**src/rtl/cfg_dma_pkg.sv**
```systemverilog
package cfg_dma_pkg;
    localparam int WORD_W    = 32;
    localparam int ADDR_W    = 2 * WORD_W;
    localparam int KEY_W     = 16;
    localparam int BYTE_W    = 8;
    localparam int DESC_WRDS = 4;
    localparam int IDX_W     = $clog2(DESC_WRDS);
    localparam int LANE_SH   = $clog2(WORD_W / BYTE_W);

    localparam logic [ADDR_W-1:0] IDLE_SIG = 64'h5145_4D55_2043_4647;

    // control word bit positions
    localparam int CB_ERR  = 0;
    localparam int CB_READ = 1;
    localparam int CB_SKIP = 2;
    localparam int CB_SEL  = 3;

    typedef enum logic [2:0] {
        ST_IDLE, ST_FETCH, ST_SEL, ST_RD, ST_WR, ST_SKIP, ST_STAT
    } eng_st_e;

    typedef struct packed {
        eng_st_e           st;
        logic [IDX_W-1:0]  idx;
        logic [WORD_W-1:0] ctl;
        logic [WORD_W-1:0] len;
        logic [ADDR_W-1:0] tgt;
        logic [ADDR_W-1:0] desc;
        logic [BYTE_W-1:0] data;
        logic              err;
    } eng_s;

    typedef struct packed {
        logic [WORD_W-1:0] hi;
        logic [WORD_W-1:0] lo;
    } areg_s;
endpackage

```
**src/rtl/cfg_dma_addr_reg.sv**
```systemverilog
module cfg_dma_addr_reg
    import cfg_dma_pkg::*;
(
    input  logic              clk,
    input  logic              rst_n,
    input  logic              reg_we,
    input  logic              reg_lo,
    input  logic [WORD_W-1:0] reg_wdata,
    input  logic              busy,
    input  logic              done,
    output logic              start,
    output logic [ADDR_W-1:0] start_addr,
    output logic [ADDR_W-1:0] reg_rdata
);
    areg_s r_d, r_q;

    assign start      = reg_we && reg_lo && !busy;
    assign start_addr = {r_q.hi, reg_wdata};

    always_comb begin
        r_d = r_q;
        if (done) begin
            r_d = '0;
        end else if (reg_we && !busy) begin
            if (reg_lo) r_d.lo = reg_wdata;
            else        r_d.hi = reg_wdata;
        end
    end

    always_ff @(posedge clk or negedge rst_n) begin
        if (!rst_n) r_q <= '0;
        else        r_q <= r_d;
    end

    assign reg_rdata = (busy || (r_q != '0)) ? {r_q.hi, r_q.lo} : IDLE_SIG;

    p_done_clears_r10: assert property (@(posedge clk) disable iff (!rst_n)
        done |=> (reg_rdata == IDLE_SIG));

    p_busy_ignore_r4: assert property (@(posedge clk) disable iff (!rst_n)
        (busy && reg_we && !done) |=> (r_q == $past(r_q)));
endmodule

```
**src/rtl/cfg_dma_seq.sv**
```systemverilog
module cfg_dma_seq
    import cfg_dma_pkg::*;
(
    input  logic              clk,
    input  logic              rst_n,
    input  logic              start,
    input  logic [ADDR_W-1:0] start_addr,
    output logic              busy,
    output logic              done,
    output logic              mem_req,
    output logic              mem_we,
    output logic              mem_word,
    output logic [ADDR_W-1:0] mem_addr,
    output logic [WORD_W-1:0] mem_wdata,
    input  logic              mem_ack,
    input  logic              mem_err,
    input  logic [WORD_W-1:0] mem_rdata,
    output logic              cfg_sel_we,
    output logic [KEY_W-1:0]  cfg_sel_key,
    output logic              cfg_byte_req,
    input  logic [BYTE_W-1:0] cfg_byte,
    output logic              cfg_skip_we,
    output logic [WORD_W-1:0] cfg_skip_len
);
    eng_s r_d, r_q;

    function automatic eng_st_e pick_op(logic [WORD_W-1:0] c, logic [WORD_W-1:0] l);
        if (c[CB_READ]) return (l == '0) ? ST_STAT : ST_RD;
        if (c[CB_SKIP]) return ST_SKIP;
        return ST_STAT;
    endfunction

    always_comb begin
        r_d = r_q;
        unique case (r_q.st)
            ST_IDLE: if (start) begin
                r_d.st   = ST_FETCH;
                r_d.desc = start_addr;
                r_d.idx  = '0;
                r_d.err  = 1'b0;
            end
            ST_FETCH: if (mem_ack) begin
                if (mem_err) begin
                    r_d.err = 1'b1;
                    r_d.st  = ST_STAT;
                end else begin
                    unique case (r_q.idx)
                        2'd0:    r_d.ctl = mem_rdata;
                        2'd1:    r_d.len = mem_rdata;
                        2'd2:    r_d.tgt[ADDR_W-1:WORD_W] = mem_rdata;
                        default: r_d.tgt[WORD_W-1:0] = mem_rdata;
                    endcase
                    if (r_q.idx == IDX_W'(DESC_WRDS - 1))
                        r_d.st = r_q.ctl[CB_SEL] ? ST_SEL : pick_op(r_q.ctl, r_q.len);
                    else
                        r_d.idx = r_q.idx + 1'b1;
                end
            end
            ST_SEL:  r_d.st = pick_op(r_q.ctl, r_q.len);
            ST_RD: begin
                r_d.data = cfg_byte;
                r_d.st   = ST_WR;
            end
            ST_WR: if (mem_ack) begin
                if (mem_err) begin
                    r_d.err = 1'b1;
                    r_d.st  = ST_STAT;
                end else begin
                    r_d.tgt = r_q.tgt + 1'b1;
                    r_d.len = r_q.len - 1'b1;
                    r_d.st  = (r_q.len == WORD_W'(1)) ? ST_STAT : ST_RD;
                end
            end
            ST_SKIP: r_d.st = ST_STAT;
            ST_STAT: if (mem_ack) r_d.st = ST_IDLE;
            default: r_d.st = ST_IDLE;
        endcase
    end

    always_ff @(posedge clk or negedge rst_n) begin
        if (!rst_n) r_q <= '{st: ST_IDLE, default: '0};
        else        r_q <= r_d;
    end

    assign busy         = (r_q.st != ST_IDLE);
    assign done         = (r_q.st == ST_STAT) && mem_ack;
    assign mem_req      = (r_q.st == ST_FETCH) || (r_q.st == ST_WR) || (r_q.st == ST_STAT);
    assign mem_we       = (r_q.st != ST_FETCH);
    assign mem_word     = (r_q.st != ST_WR);
    assign cfg_sel_we   = (r_q.st == ST_SEL);
    assign cfg_sel_key  = r_q.ctl[WORD_W-1 -: KEY_W];
    assign cfg_byte_req = (r_q.st == ST_RD);
    assign cfg_skip_we  = (r_q.st == ST_SKIP);
    assign cfg_skip_len = r_q.len;

    always_comb begin
        mem_addr  = r_q.desc;
        mem_wdata = '0;
        if (r_q.st == ST_FETCH) begin
            mem_addr = r_q.desc + (ADDR_W'(r_q.idx) << LANE_SH);
        end else if (r_q.st == ST_WR) begin
            mem_addr  = r_q.tgt;
            mem_wdata = WORD_W'(r_q.data);
        end else if (r_q.st == ST_STAT) begin
            mem_wdata[CB_ERR] = r_q.err;
        end
    end

    p_hold_req_r12: assert property (@(posedge clk) disable iff (!rst_n)
        (mem_req && !mem_ack) |=> (mem_req && $stable(mem_addr) && $stable(mem_wdata)));

    p_one_strobe_r12: assert property (@(posedge clk) disable iff (!rst_n)
        $onehot0({cfg_sel_we, cfg_byte_req, cfg_skip_we}));

    p_consume_then_write_r7: assert property (@(posedge clk) disable iff (!rst_n)
        cfg_byte_req |=> (mem_req && mem_we && !mem_word));
endmodule

```
**src/rtl/cfg_dma_engine.sv**
```systemverilog
module cfg_dma_engine
    import cfg_dma_pkg::*;
(
    input  logic              clk,
    input  logic              rst_n,
    input  logic              reg_we,
    input  logic              reg_lo,
    input  logic [WORD_W-1:0] reg_wdata,
    output logic [ADDR_W-1:0] reg_rdata,
    output logic              busy,
    output logic              mem_req,
    output logic              mem_we,
    output logic              mem_word,
    output logic [ADDR_W-1:0] mem_addr,
    output logic [WORD_W-1:0] mem_wdata,
    input  logic              mem_ack,
    input  logic              mem_err,
    input  logic [WORD_W-1:0] mem_rdata,
    output logic              cfg_sel_we,
    output logic [KEY_W-1:0]  cfg_sel_key,
    output logic              cfg_byte_req,
    input  logic [BYTE_W-1:0] cfg_byte,
    output logic              cfg_skip_we,
    output logic [WORD_W-1:0] cfg_skip_len
);
    logic              start, done;
    logic [ADDR_W-1:0] start_addr;

    cfg_dma_addr_reg i_areg (
        .clk        (clk),
        .rst_n      (rst_n),
        .reg_we     (reg_we),
        .reg_lo     (reg_lo),
        .reg_wdata  (reg_wdata),
        .busy       (busy),
        .done       (done),
        .start      (start),
        .start_addr (start_addr),
        .reg_rdata  (reg_rdata)
    );

    cfg_dma_seq i_seq (
        .clk          (clk),
        .rst_n        (rst_n),
        .start        (start),
        .start_addr   (start_addr),
        .busy         (busy),
        .done         (done),
        .mem_req      (mem_req),
        .mem_we       (mem_we),
        .mem_word     (mem_word),
        .mem_addr     (mem_addr),
        .mem_wdata    (mem_wdata),
        .mem_ack      (mem_ack),
        .mem_err      (mem_err),
        .mem_rdata    (mem_rdata),
        .cfg_sel_we   (cfg_sel_we),
        .cfg_sel_key  (cfg_sel_key),
        .cfg_byte_req (cfg_byte_req),
        .cfg_byte     (cfg_byte),
        .cfg_skip_we  (cfg_skip_we),
        .cfg_skip_len (cfg_skip_len)
    );

    p_start_busy_r3: assert property (@(posedge clk) disable iff (!rst_n)
        start |=> (busy && reg_rdata == $past(start_addr)));
endmodule

```
**config.mk**
```make
export PLATFORM = sky130hd
export DESIGN_NAME = cfg_dma_engine
export DESIGN_NICKNAME = d
export VERILOG_FILES = /design/src/rtl/cfg_dma_pkg.sv /design/src/rtl/cfg_dma_addr_reg.sv /design/src/rtl/cfg_dma_seq.sv /design/src/rtl/cfg_dma_engine.sv
export SDC_FILE = /design/constraint.sdc
export NUM_CORES = 1
export LEC_CHECK = 0
export BUFFER_PORTS_ARGS = -buffer_cell sky130_fd_sc_hd__buf_2
export CAP_MARGIN = 5
export CORE_ASPECT_RATIO = 1.75
export CORE_MARGIN = 2
export CORE_UTILIZATION = 50
export DETAILED_ROUTE_END_ITERATION = 10
export PLACE_DENSITY = 0.73
export SYNTH_ARGS = -nofsm -noshare
export SYNTH_HDL_FRONTEND = slang
export SYNTH_SLANG_ARGS = --single-unit
```
**constraint.sdc**
```tcl
create_clock -name clk -period 3.5 [get_ports clk]
set_input_delay 0.35 -clock clk [delete_from_list [all_inputs] [get_ports clk]]
set_output_delay 0.35 -clock clk [all_outputs]
set_load 0.02 [all_outputs]
```
## Word-level counts from Yosys, hierarchy flattened

Index checks and enable logic that the tools add are counted.

| cells by class | value |
|---|---|
| add/subtract/negate cells | 4 |
| multipliers | 0 |
| divide/modulo/power cells | 0 |
| $lt $le $gt $ge | 0 |
| equal/unequal tests | 26 |
| shift-type cells | 0 |
| multiplexer cells | 56 |
| bitwise operators | 1 |
| reductions and logical operators | 30 |

Operator list:

| kind | count |
|---|---|
| 2-to-1 mux 64 bit | 5 |
| 2-to-1 mux 32 bit | 7 |
| 2-to-1 mux 96 bit | 2 |
| one-hot mux 96 bit (2 select lines) | 1 |
| 2-to-1 mux 133 bit | 1 |
| 2-to-1 mux 130 bit | 1 |
| adder 64 x 1 -> 64 bit (second input constant) | 1 |
| adder 64 x 4 -> 64 bit | 1 |
| nonzero test 64 bit | 1 |
| 2-to-1 mux 3 bit | 14 |
| equality test 32 x 1 -> 1 bit (second input constant) | 1 |
| zero test 32 bit | 1 |
| subtractor 32 x 1 -> 32 bit (second input constant) | 1 |
| one-hot mux 3 bit (7 select lines) | 1 |
| != test 2 bit (second input constant) | 10 |
| 2-to-1 mux 1 bit | 19 |
| AND reduction 6 bit | 3 |
| AND reduction 5 bit | 2 |
| nonzero test 2 bit | 5 |
| equality test 3 bit (second input constant) | 3 |
| AND reduction 4 bit | 2 |
| 2-to-1 mux 7 bit | 1 |
| equality test 3 x 2 -> 1 bit (second input constant) | 2 |
| != test 2 x 1 -> 1 bit (second input constant) | 3 |
| other kinds (21) | 29 |

| word-level totals | value |
|---|---|
| register bits | 270 |
| bits in latches | 0 |
| bits in writable memories | 0 |
| bits in read-only memories | 0 |
| input port bits | 78 |
| output and inout bits | 215 |
| memories kept | 0 |

## Depth between registers and ports, before layout

Gate-level depths: netlist of run 1.

| logic depth | value |
|---|---|
| word-level depth | 17 |
| mapped depth | 9 |
| gate-level depth less buffers | 8 |

## Hierarchy

From an unflattened synthesis of run 1, not the netlist that was laid out.

| second synthesis, totals | value |
|---|---|
| cell total of the unflattened synthesis | 2060 |
| area, all modules | 17282.8 um2 |

By module, submodules not included:

| module | instances | cells an instance | area each (um2) |
|---|---|---|---|
| cfg_dma_seq | 1 | 1624 | 13658.1 |
| cfg_dma_addr_reg | 1 | 436 | 3624.7 |

## Worst setup path after synthesis of run 1

OpenSTA, ideal clock, no wires.

| path | value |
|---|---|
| path type | flip-flop to output port |
| start | reg i_seq.r_q[201] (netlist name) |
| end | out mem_addr[58] |
| arrival time | 2719 ps |
| required time | 3150 ps |
| path slack | 431 ps |
| cell stages (with the launch flop) | 8 |
| buffers on the path | 0 |
| path through | dfrtp_1 -> ha_1 -> fa_1 -> and3_1 -> nand4_1 -> nor4_1 -> nand4_1 -> o311ai_0 |

| between the ends | value |
|---|---|
| longest elaborated chain between the ends | 2 |

RTL lines:

| element | RTL line | RTL |
|---|---|---|
| from (decl) | cfg_dma_seq.sv:25 | `eng_s r_d, r_q;` |
| from (signal assigned) | cfg_dma_seq.sv:82 | `else r_q <= r_d;` |
| adder 64 x 4 -> 64 bit | cfg_dma_seq.sv:100 | `mem_addr = r_q.desc + (ADDR_W'(r_q.idx) << LANE_SH);` |
| 2-to-1 mux 64 bit | cfg_dma_seq.sv:99 | `if (r_q.st == ST_FETCH) begin` |
| to (decl) | cfg_dma_engine.sv:14 | `output logic [ADDR_W-1:0] mem_addr,` |

No other way between the ends.

## Worst setup path in the final report of run 1

| path | value |
|---|---|
| start | reg i_seq.r_q[201] (netlist name) |
| end | out mem_addr[62] |

Same word-level chain as after synthesis.

==> impl_results.md, run 1 <==
- Slew margin rel.: 0.269
- Non-filler cells, final: 2597
- Number of flops mapped to enable cells by yosys: 0
- Clock transition at path regs: 0.06 ns
- Pre-antenna DRT Iters: 8
- Port bufs: 268
- Layout cells sized above 1: 0.203
- Failing checks: setup timing
- Critical path startpoint: i_seq.r_q[201]$_DFFE_PN0P_
- Vias in the first global route: 15.3k
- Detailed placement HPWL: 44.8 mm
- Top FF cell, synth: dfrtp_1
- Avg WL per Cell: 23.1 um
- Synthesized area per cell: 7.87 um^2
- Clock sink count: 257
- Mapped cell area: 15800 um^2
- Peak VDD IR: 0.668 mV
- Yosys top cell area share: 0.407
- RePlAce Congestion: 1.00
- Via count: 16.5k
- Layout area overhead: 16.2%
- Initial Util: 0.505
- DRT antenna net count: 0
- Iter 0 DRT Violations: 1684
- Outcome: finished with violations
- Die height: 239 um
- Post-synth top cells: nand2_1 (463), dfrtp_1 (257), a21oi_1 (144), clkbuf_1 (135), nor2_1 (119)
- Die width: 138 um
- Final #Nets: 2270
- Distinct cells, synth: 77
- Worst-Margin Slew: 1.10 ns
- Total Routed Length: 59.9 mm
- Clock latency on the worst-skew pair: 0.56 ns
- CTS Buffer Depth: 3
- CP Class: flop to output pin
- Mapped Cells: 2009
- Std-Cell Rows: 86
- Async SR Flop Fraction: 1.00
- Pre-CTS WS: 0.332 ns
- Minimum clock period: 3.51 ns
- Crit. End Element: output pin
- Maximum clock rate: 285 MHz
- Pins over their slew limit: 0
- Final hold viol count: 0
- Clock Skew: 0.0197 ns
- Dominant cells by area after synthesis: dfrtp_1 (41%), nand2_1 (11%), a21oi_1 (4.6%), nand3_1 (3.5%), buf_4 (3.5%)
- Hold Crit Start: cfg_byte[4]
- Synthesized flop and latch total: 257
- Core area: 31300 um^2
- Area leader, netlist: dfrtp_1
- Leak: 8.59 nW
- First-pass GRT wire length: 90.3 mm
- Vias per cell: 6.34
- Final worst-path cycle share: 1.00
- Remaining Overflow, GRT: 0
- DP Cell Count: 2529
- Pwr Density: 967 nW/um^2
- PnR worst setup slack: -0.0134 ns
- DRC: 0
- GRT Total Usage: 0.351
- Warnings, synthesis: 0
- Type of origin of the critical path: flop
- CTS Buf Count: 26
- CP max FO: 8
- CTS tree: yes
- RSZ-0062 raised after global routing: yes
- Maximum number of pins on one net before global-route repair: 119
- Setup violations, final: 1
- Antenna Diode Count: 0
- Die area: 33100 um^2
- Root buffer cell: clkbuf_16
- Utilization after layout: 0.587
- Worst Hold Class: input pin to flop
- I/O pin total: 293
- Crit path DAT: 3.16 ns
- Count leader, synth: nand2_1
- CP required: 3.15 ns
- Max cap viols: 0
- Crit Reg-Reg Startpoint: i_seq.r_q[74]$_DFFE_PN0P_
- Post-synthesis sequential area ratio: 0.407
- Htree depth: 1
- Antenna violations before repair: 1
==> through the flow <==
| stage | area (um^2) | hold slack [ns] | power (mW) | TNS [ns] |
|---|---|---|---|---|
| 3_5_place_dp | 17200 | 0.458 | 14.5 | 0 |
| 3_3_place_gp | 17200 | 0.454 | 14.3 | 0 |
| 2_1_floorplan | 15900 | 0.0544 | 11.6 | 0 |
| 5_1_grt | 18400 | 0.0150 | 18.7 | -0.327 |
| 6_report | 18400 | 0.00585 | 17.8 | -0.0134 |
| 4_1_cts | 18200 | 0.00311 | 17.6 | 0 |
==> power by group <==
part / switching (mW) / total [mW] / internal, mW
Clock: 1.26 / 3.02 / 1.76
Sequential: 1.83 / 6.16 / 4.33
Combinational: 5.60 / 8.57 / 2.97
Total: 8.69 / 17.8 / 9.06
==> repair_timing <==
action	in CTS	in global routing
hold buffers	11	0
setup endpoints to repair	13	16
pin swaps	2	4
setup buffers	2	7
gates resized for setup	7	23
hold endpoints to repair	107	0
==> sequential cells by signal, summed over array words and instances, names as in the netlist <==
register            cells
i_areg.start_addr      32
i_seq.r_q             145
i_seq.cfg_skip_len     32
i_seq.cfg_sel_key      16
i_areg.r_q             32
==> final timing paths <==
kind	to	slack, ns	cells after the start
worst max-delay path	mem_addr[62]	-0.01	11
worst min-delay path	i_seq.r_q[5]$_DFFE_PN0P_	0.006	3
worst max register to register	i_seq.r_q[135]$_DFFE_PN0P_	0.69	8
worst min register to register	i_seq.r_q[7]$_DFFE_PN0P_	0.48	2
max in group asynchronous	i_seq.r_q[22]$_DFFE_PN0P_	2.13	3
min in group asynchronous	i_seq.r_q[3]$_DFFE_PN0P_	0.45	2
==> worst max-delay path, stage by stage, from the launching register on <==
cell     delay, ns
dfrtp_1       0.39
ha_4          0.17
fa_2          0.21
and3_4        0.22
nand4_1       0.17
nor4_4        0.36
buf_12        0.17
nand4_1       0.11
buf_6         0.19
or3_1         0.39
nand3_2       0.11
buf_6         0.12
==> routing by layer <==
layer,up-vias,wire length (um),global-route usage
met4,0,5670,0.268
met1,7850,20900,0.393
met2,924,29100,0.600
met3,251,4290,0.0534
li1,7428,-,-
met5,-,0,0
==> kinds of logic after synthesis <==
logic type	Yosys count	synth area share
AO/OA/AOI/OAI	470	0.187
multiplexers	26	0.0180
other	1	0.000237
flip-flops	257	0.407
adder cells (fa/ha/maj)	11	0.00918
XOR/XNOR	2	0.00111
AND/OR/NAND/NOR	985	0.296
buffers and inverters	257	0.0817
==> cell type report <==
cell class / instances / area, um^2
clock buffers: 36 / 729
inverters: 24 / 91.3
well taps: 396 / 495
fillers: 2859 / 12900
multi-input cells: 1518 / 8310
clock inverters: 12 / 175
repair buffers: 354 / 2130
flip-flops and latches: 257 / 6430
==> layout by cell type, fill, tap and decap left out, drive strengths merged, types with 13 or more instances in the layout <==
cell type	count
nor3	42
nand2b	31
dfrtp	257
nand4	52
o21ai	108
and4	14
a22oi	20
nor2	119
buf	343
clkbuf	36
nand3	114
a21oi	144
mux2	20
a31oi	26
inv	22
o211ai	28
nand2	463
nor3b	13
or3	16
o311ai	18
o22ai	25
nor4	44
and2	19
conb	24
and3	29
No activity file was read; power rests on OpenSTA's default activity.
==> inputs of run 2 (changes only) <==
--- a/config.mk
+++ b/config.mk
@@ -5,13 +5,12 @@
 export SDC_FILE = /design/constraint.sdc
 export NUM_CORES = 1
 export LEC_CHECK = 0
-export BUFFER_PORTS_ARGS = -buffer_cell sky130_fd_sc_hd__buf_2
 export CAP_MARGIN = 5
 export CORE_ASPECT_RATIO = 1.75
 export CORE_MARGIN = 2
 export CORE_UTILIZATION = 50
 export DETAILED_ROUTE_END_ITERATION = 10
-export PLACE_DENSITY = 0.73
+export DONT_BUFFER_PORTS = 1
 export SYNTH_ARGS = -nofsm -noshare
 export SYNTH_HDL_FRONTEND = slang
 export SYNTH_SLANG_ARGS = --single-unit
==> run 2 against run 1 <==
  * Register-to-register slack lost 0.03 ns
  * Die area is the same
  * Global-route usage grew 1.5 points
  * Via count shrank 4.7%
  * Highest routed layer unchanged
  * Sequential cell count is the same
  * Final area shrank 2.5%
  * The run ends with hold timing left
  * Non-clock buffer count shrank 165
  * Sequential power grew 11%
  * Sequential share of layout area grew 0.91 points
  * Total power shrank 3.2%
  * Clock-buffer cell count shrank 3
==> impl_results.md, run 2 (synthesis gave the netlist of run 1 again) <==
- Avg WL per Cell: 25.6 um (+11%)
- Worst path buffer plus inverter count: 1 (-2)
- Slowest-stage cell, CP: nor4_1
- Tot Pwr: 17.2 mW (-3.2%)
- Core area: 31300 um^2 (unchanged)
- First-pass GRT wire length: 92.8 mm (+2.8%)
- Setup_tns: 0 ns (+0.0134 ns)
- Cell mode on critical path: nand3_1
- Slew margin rel.: 0.249 (-0.0203)
- Worst-Margin Slew: 1.13 ns (+0.0305 ns)
- PnR worst setup slack: 0.0702 ns (+0.0836 ns)
- Max reg flops: 145 (unchanged)
- Outcome: finished with violations
- I/O pin total: 293 (unchanged)
- CP max FO: 8 (unchanged)
- Filler Cell Count: 2962 (+3.6%)
- Vias in the first global route: 15.1k (-1.7%)
- GRT Total Usage: 0.365 (+0.0146)
- Biggest register: i_seq.r_q
- Pwr Density: 960 nW/um^2 (-0.71%)
- CTS Buf Count: 25 (-3.8%)
- Crit path cell chain: and4_1 -> nand3_1 -> nor4_1 -> nand2_1 -> or4_1 -> nand3_1 -> buf_12
- Die area: 33100 um^2 (unchanged)
- Final #Nets: 2104 (-7.3%)
- Pre-CTS WS: 0.348 ns (+0.0162 ns)
- Total Routed Length: 62.4 mm (+4.1%)
- Iter 0 DRT Violations: 1439 (-15%)
- Maximum number of pins on one net before global-route repair: 258 (+120%)
- Clock latency on the worst-skew pair: 0.57 ns (about the same)
- Final Hold Slack: -0.508 ns (-0.514 ns)
- Final Cell Area: 17900 um^2 (-2.5%)
- CP Class: flop to output pin
- Pre-antenna DRT Iters: 7 (-1)
- Failing checks: hold timing
- CP required: 3.15 ns (about the same)
- Root buffer cell: clkbuf_16
- Dpl cell area: 16300 um^2 (-5.4%)
- Max cap viols: 0 (unchanged)
- Htree depth: 1 (unchanged)
- CTS tree: yes
- Max incr delay on CP: 0.52 ns (+0.13 ns)
- Final hold viol count: 257 (+257)
- Maximum clock rate: 292 MHz (+2.4%)
- Detailed placement HPWL: 45.0 mm (+0.26%)
- Commonest non-fill, non-tap cell in the layout: nand2_1
- Antenna violations before repair: 7 (+6)
- RePlAce Congestion: 0.970 (-3.1%)
- Crit path DAT: 3.08 ns (-0.08 ns)
- Setup violations, final: 0 (-1)
- DRC: 0 (unchanged)
- Remaining Overflow, GRT: 0 (unchanged)
- RSZ-0062 raised after global routing: yes
- Type of origin of the critical path: flop
- Sequential cell area: 6430 um^2 (about the same)
- Initial Util: 0.505 (unchanged)
- Minimum clock period: 3.43 ns (-0.0836 ns)
- DRT antenna net count: 0 (unchanged)
- Clock Skew: 0.0191 ns (-0.000627 ns)
- Via count: 15.7k (-4.7%)
- Layout cells sized above 1: 0.112 (-0.0909)
- Pins over their slew limit: 0 (unchanged)
- Std-Cell Rows: 86 (unchanged)
- CTS Buffer Depth: 3 (unchanged)
- Clock sink count: 257 (unchanged)
- Port bufs: 0 (-100%)
- Most frequent cells in the layout: nand2_1 (463), dfrtp_1 (255), a21oi_1 (143), nor2_1 (118), buf_4 (110)
- Final worst-path cycle share: 0.980 (-0.0239)
- Multi-input gate area: 8310 um^2 (about the same)
- Clock transition at path regs: 0.07 ns (about the same)
- Vias per cell: 6.43 (+1.5%)
- Crit. End Element: output pin
- Die height: 239 um (unchanged)
- Worst Hold Class: input pin to async pin
- Peak VDD IR: 0.634 mV (-5.2%)
- Die width: 138 um (unchanged)
- CTS Hold Bufs: 67 (+56)
- Family with the most delay on the worst path: simple AND/OR/NAND/NOR gates
- Leak: 7.86 nW (-8.5%)
- Layout area overhead: 13.2%
[run 2: cell types whose count changed in the layout (fill, tap and decap cells not counted), moves of 3 or more]
| cell | previous run | this run |
|---|---|---|
| dlygate4sd3_1 | 11 | 67 |
| clkbuf_1 | 7 | 3 |
| buf_4 | 68 | 110 |
| o311ai_0 | 13 | 7 |
| clkinvlp_4 | 3 | 0 |
| diode_2 | 0 | 11 |
| buf_12 | 7 | 10 |
| clkbuf_8 | 2 | 5 |
| o311ai_1 | 5 | 9 |
| buf_2 | 264 | 1 |
[run 2: area by class of cell]
cell class	instances	area share
multi-input cells	1518	0.464
flip-flops and latches	257	0.359
clock inverters	12	0.00720
well taps	396	0.0277
inverters	24	0.00510
repair buffers	189	0.0957
clock buffers	33	0.0394
diodes	11	0.00154
[run 2: where the power goes]
group          switching [mW]  internal (mW)
logic                    4.74           2.76
registers                2.53           4.32
clock network            1.26           1.58
[run 2: repair_timing]
item | CTS | global route
hold endpoints to repair | 384 | 257
endpoints found under the setup margin | 11 | 15
pin swaps | 2 | 1
setup buffers | 1 | 4
gates cloned | 0 | 0
resized for setup | 4 | 14
[run 2: final timing paths]
path,from,end,slack (ns),depth (start not counted)
min,rst_n,i_seq.cfg_sel_key[0]$_DFFE_PN0P_,-0.51,0
min reg2reg,i_seq.r_q[7]$_DFFE_PN0P_,i_seq.r_q[7]$_DFFE_PN0P_,0.47,2
min in group clk,reg_wdata[20],i_seq.r_q[29]$_DFFE_PN0P_,0.01,2
max reg2reg,i_seq.cfg_skip_len[20]$_DFFE_PN0P_,i_seq.r_q[203]$_DFFE_PN0P_,0.66,6
max in group asynchronous,rst_n,i_areg.r_q[10]$_DFFE_PN0P_,3.69,0
max,i_seq.r_q[34]$_DFFE_PN0P_,mem_addr[63],0.07,7
[run 2: layer usage]
layer	wire length, um	vias up	track usage
met5	0	-	0
met3	4480	212	0.0640
met1	21300	7546	0.391
met4	5730	0	0.293
li1	-	7099	-
met2	30900	828	0.633
[run 2: worst reg2reg max path: stages (launching register included)]
cell and delay (ns):
dfrtp_1 0.53, nor4_1 0.42, nand3_1 0.25, nor3_1 0.54
nand4_1 0.40, a221oi_1 0.41, a221oi_1 0.14
[run 2: metrics by stage]
stage	hold WS, ns	util	std cells
floorplan	0.0544	-	2032
global placement	0.0608	0.519	2312
detailed placement	0.0615	0.519	2312
CTS	-0.531	0.568	2425
global route	-0.527	0.572	2440
finish	-0.508	0.572	2440
